[config.mk]
export PLATFORM = sky130hd
export DESIGN_NAME = host_irq_ctrl
export DESIGN_NICKNAME = d
export VERILOG_FILES = /design/src/rtl/host_irq_ctrl_pkg.sv /design/src/rtl/irq_rst_sync.sv /design/src/rtl/irq_status_bank.sv /design/src/rtl/irq_req_merge.sv /design/src/rtl/host_irq_ctrl.sv
export SDC_FILE = /design/constraint.sdc
export NUM_CORES = 1
export LEC_CHECK = 0
export ABC_AREA = 1
export BUFFER_PORTS_ARGS = -buffer_cell sky130_fd_sc_hd__buf_2
export CAP_MARGIN = 20
export CORE_AREA = 2 2 39 41
export CTS_BUF_LIST = sky130_fd_sc_hd__clkbuf_16
export CTS_CLUSTER_SIZE = 16
export DETAILED_ROUTE_END_ITERATION = 7
export DIE_AREA = 0 0 41 43
export PLACE_DENSITY = 0.45
export SYNTH_ARGS = -nofsm -noshare
export SYNTH_HDL_FRONTEND = slang
export SYNTH_SLANG_ARGS = --single-unit
[constraint.sdc]
create_clock -name clk -period 0.8 [get_ports clk]
set_input_delay 0.04 -clock clk [delete_from_list [all_inputs] [get_ports clk]]
set_output_delay 0.04 -clock clk [all_outputs]
set_load 0.005 [all_outputs]
[src/rtl/host_irq_ctrl_pkg.sv]
package host_irq_ctrl_pkg;
  typedef enum logic {
    IRQ_ASSERTED = 1'b0,
    IRQ_IDLE     = 1'b1
  } irq_level_e;

  localparam int unsigned RST_SYNC_STAGES = 2;
endpackage

[src/rtl/irq_rst_sync.sv]
module irq_rst_sync #(
  parameter int unsigned STAGES = 2
) (
  input  logic clk,
  input  logic rst_n,
  output logic rst_sync_n
);
  logic [STAGES-1:0] chain_q;
  logic [STAGES-1:0] chain_d;

  always_comb begin
    chain_d = {chain_q[STAGES-2:0], 1'b1};
  end

  always_ff @(posedge clk or negedge rst_n) begin
    if (!rst_n) chain_q <= '0;
    else        chain_q <= chain_d;
  end

  assign rst_sync_n = chain_q[STAGES-1];
endmodule

[src/rtl/irq_status_bank.sv]
module irq_status_bank #(
  parameter int unsigned N_EVT = 4
) (
  input  logic             clk,
  input  logic             rst_n,
  input  logic [N_EVT-1:0] evt_stb,
  input  logic             rd_clr,
  output logic [N_EVT-1:0] bits_q
);
  logic [N_EVT-1:0] bits_d;
  logic [N_EVT-1:0] bit_upd;

  for (genvar i = 0; i < N_EVT; i++) begin : g_bit
    always_comb begin
      bit_upd[i] = evt_stb[i] | rd_clr;
      if (evt_stb[i])  bits_d[i] = 1'b1;
      else if (rd_clr) bits_d[i] = 1'b0;
      else             bits_d[i] = bits_q[i];
    end

    always_ff @(posedge clk or negedge rst_n) begin
      if (!rst_n)          bits_q[i] <= 1'b0;
      else if (bit_upd[i]) bits_q[i] <= bits_d[i];
    end
  end
endmodule

[src/rtl/irq_req_merge.sv]
module irq_req_merge
  import host_irq_ctrl_pkg::*;
#(
  parameter int unsigned N_EVT = 4
) (
  input  logic [N_EVT-1:0] bits,
  input  logic [N_EVT-1:0] enables,
  output irq_level_e       level
);
  logic [N_EVT-1:0] armed;
  logic             any_armed;

  always_comb begin
    armed     = bits & enables;
    any_armed = |armed;
    level     = any_armed ? IRQ_ASSERTED : IRQ_IDLE;
  end
endmodule

[src/rtl/host_irq_ctrl.sv]
module host_irq_ctrl
  import host_irq_ctrl_pkg::*;
#(
  parameter int unsigned N_EVT = 4
) (
  input  logic             clk,
  input  logic             rst_n,
  input  logic [N_EVT-1:0] evt_stb,
  input  logic [N_EVT-1:0] evt_en,
  input  logic             stat_rd,
  input  logic             start_in,
  output logic             irq_n,
  output logic [N_EVT-1:0] status,
  output logic             start_out
);
  logic             rst_sync_n;
  logic [N_EVT-1:0] stat_bits;
  irq_level_e       req_level;

  irq_rst_sync #(.STAGES(RST_SYNC_STAGES)) u_rst_sync (
    .clk        (clk),
    .rst_n      (rst_n),
    .rst_sync_n (rst_sync_n)
  );

  irq_status_bank #(.N_EVT(N_EVT)) u_bank (
    .clk     (clk),
    .rst_n   (rst_sync_n),
    .evt_stb (evt_stb),
    .rd_clr  (stat_rd),
    .bits_q  (stat_bits)
  );

  irq_req_merge #(.N_EVT(N_EVT)) u_merge (
    .bits    (stat_bits),
    .enables (evt_en),
    .level   (req_level)
  );

  always_comb begin
    status    = stat_bits;
    irq_n     = (req_level == IRQ_IDLE);
    start_out = start_in & (req_level == IRQ_IDLE);
  end
endmodule

==> flow_summary.yaml <==
setup_path:
  cp-start-kind: "flip-flop"
  critPathCaptureType: "output pin"
  crit_required_ps: 760
  path_max_fanout: 2
  worst-setup-path-type: "reg2out"
  crit_buf_inv: 1
  crit_slowest_cell: "dfrtp_1"
  cp_slowest_stage_delay_ps: 370
  worstPathCellList: "nand2_2 > nand2_2 > nor3_2 > buf_2"
  cp.arrival_ps: 970
  cpLargestDelayFamily: "flip-flops"
  crit_top_cell: "nand2_2"
timing:
  rsz0062_at_grt: "yes"
  hold_viol: 0
  setup_slack_ps: -207
  finalCritPeriodShare: 1.26
  slew_viol_final: 0
  max_freq_mhz: 993
  min_period_ps: 1010
  setup_violations: 8
  fin_skew_ps: 0.527
  setup_tns_ps: -760
clock_tree:
  cts_tree: "built"
  cts_buffer_depth: 2
  cts.sinks: 6
  clkLatencyLatePin_ps: 220
  cts_buffers: 3
  path_clk_slew_ps: 30
  root_buffer: "clkbuf_16"
  htreeDepth: 1
grt:
  grt_max_degree: 5
  grtUsageTotal: 0.0639
  grt_overflow: 0
  grt_pass1_wl_um: 717
  grt_pass1_vias: 200
  antenna_found_initial: 0
placement:
  gp_congestion: 0.481
  dpl.hpwl_um: 419
  place_area_um2: 379
  io_buffer_count: 17
yosys:
  synth.distinct_cells: 8
  synth.net_count: 36
  synth_area_um2: 244
  synth.top_cell.area_share: 0.615
  synth.most_common_cell: "dfrtp_1"
  synth_mux_area_frac: 0
  yosys_warnings: 0
  synthAdderAreaFrac: 0
  ys_ff_latch: 6
  async_flop_share: 1.00
  ys.flop_type: "dfrtp_1"
  syn_avg_cell_area_um2: 10.2
  ys_seq_area_frac: 0.615
  synthTopCellsByCount: "6 x dfrtp_1, 5 x inv_1, 4 x nand2_1, 4 x o21bai_1, 2 x nand2_2"
  synth_top_family_by_area: "simple AND/OR/NAND/NOR gates"
  yosysTopAreaCell: "dfrtp_1"
  synthTopCellsByArea: "dfrtp_1 62%, o21bai_1 12%, inv_1 7.7%"
  syn_inst: 24
  synth_xor_area_frac: 0
  synth_compound_area_frac: 0.123
  yosys.area_share.simple: 0.169
  synth_edf_count: 0
drt:
  vias: 242
  detail_route.vias_per_cell: 3.61
  drt_pass1_iterations: 2
  drt_iter0_markers: 1
  routed_wl_um: 503
  remaining_drc_errors: 0
  ant_nets: 0
  dr_wl_met3_um: 57
  wl_met2_um: 259
  highest_layer: "met3"
  post_drt_wl_per_cell_um: 7.51
  met1Wirelength_um: 185
floorplan:
  start_util: 0.176
  die_w_um: 41
  fp.dieH_um: 43
  core_mm2: 0.00138
  die_area_mm2: 0.00176
  rows: 14
  pin_count: 18
flow_run:
  maxCapViolCount: 0
pwr:
  p_leak_nw: 0.285
  powerDensity_mw_per_mm2: 2460
  finalPower_w: 0.00127
  vdd_drop_max_v: 0.00119
layout:
  num_antenna_cells: 0
  area_growth_pct: 111
  n_fill_cell: 149
  drive_above_1_share: 0.627
  fin_nets: 65
  final_cell_area_um2: 515
  post-route-util: 0.373
min_path:
  hold_path.class: "in2reg"
status:
  failed_checks: "setup timing"
  status: "complete, but fails checks"
placed cells by master (no fill, tap or decap), types with 2 or more instances in the layout:
master     synthesis  routed
buf_2              0      14
buf_6              0       7
dfrtp_1            6       6
o21bai_1           4       4
nand2_2            2       3
nand2_1            4       3
inv_1              5       3
clkbuf_16          0       3
inv_2              0       2
buf_4              0       2
cells by family after synthesis:
family                 count (synthesis)
buffers and inverters                  5
AND/OR/NAND/NOR                        8
flip-flops                             6
AO/OA/AOI/OAI                          4
other                                  1
routing by layer:
metal  global-route usage  vias up
li1                     -      127
met1               0.0465      103
met4               0.0200        0
met3               0.0471        0
met2                0.116       12
met5                    0        -
what timing repair did:
item | CTS | global route
hold endpoints to repair | 2 | 0
hold buffers | 1 | 0
pin swaps | 6 | 3
buffers inserted | 2 | 2
gates resized for setup | 8 | 4
setup endpoints to repair | 6 | 8
cell type report:
cell class / instances / area [um2] / area share
Timing Repair Buffer: 24 / 174 / 0.337
Sequential cell: 6 / 150 / 0.291
Multi-Input combinational cell: 13 / 77.6 / 0.150
Clock buffer: 3 / 75.1 / 0.146
Tap cell: 16 / 20.0 / 0.0388
Inverter: 5 / 18.8 / 0.0364
per-stage QoR:
| step | hold slack [ps] | cells | setup slack [ps] |
|---|---|---|---|
| 2_1_floorplan | -256 | 24 | 83.8 |
| 3_3_place_gp | -173 | 61 | 10.8 |
| 3_5_place_dp | -173 | 61 | 11.3 |
| 4_1_cts | 12.7 | 67 | -219 |
| 5_1_grt | 24.1 | 67 | -278 |
| 6_report | 15.6 | 67 | -207 |
flip-flops by register name, summed over array words and instances (netlist names):
signal and flops:
u_bank.bits_q 4, u_rst_sync.chain_q 2
power by group:
part,internal [W],switching [W],leakage (nW)
Sequential,0.000324,0.0000122,0.0663
Combinational,0.0000980,0.0000537,0.181
Clock,0.000639,0.000142,0.0370
worst reg2reg max path, stage by stage, from the launching register on:
cell and delay, ps:
dfrtp_1 360, buf_4 130, buf_6 110, inv_2 40, o21bai_1 50
final timing paths:
kind                                            startpoint                              end  slack [ps]  cells after the start
setup / recovery              u_bank.bits_q[0]$_DFFE_PN0P_                        start_out        -210                      4
hold / removal                                  evt_stb[2]     u_bank.bits_q[2]$_DFFE_PN0P_          20                      2
setup reg to reg              u_bank.bits_q[1]$_DFFE_PN0P_     u_bank.bits_q[1]$_DFFE_PN0P_         -10                      4
hold reg to reg            u_rst_sync.chain_q[1]$_DFF_PN0_     u_bank.bits_q[1]$_DFFE_PN0P_          50                      0
max in group asynchronous                            rst_n  u_rst_sync.chain_q[1]$_DFF_PN0_         580                      2
min in group asynchronous  u_rst_sync.chain_q[1]$_DFF_PN0_     u_bank.bits_q[1]$_DFFE_PN0P_          50                      0
Power figures use the tool's default switching activity.
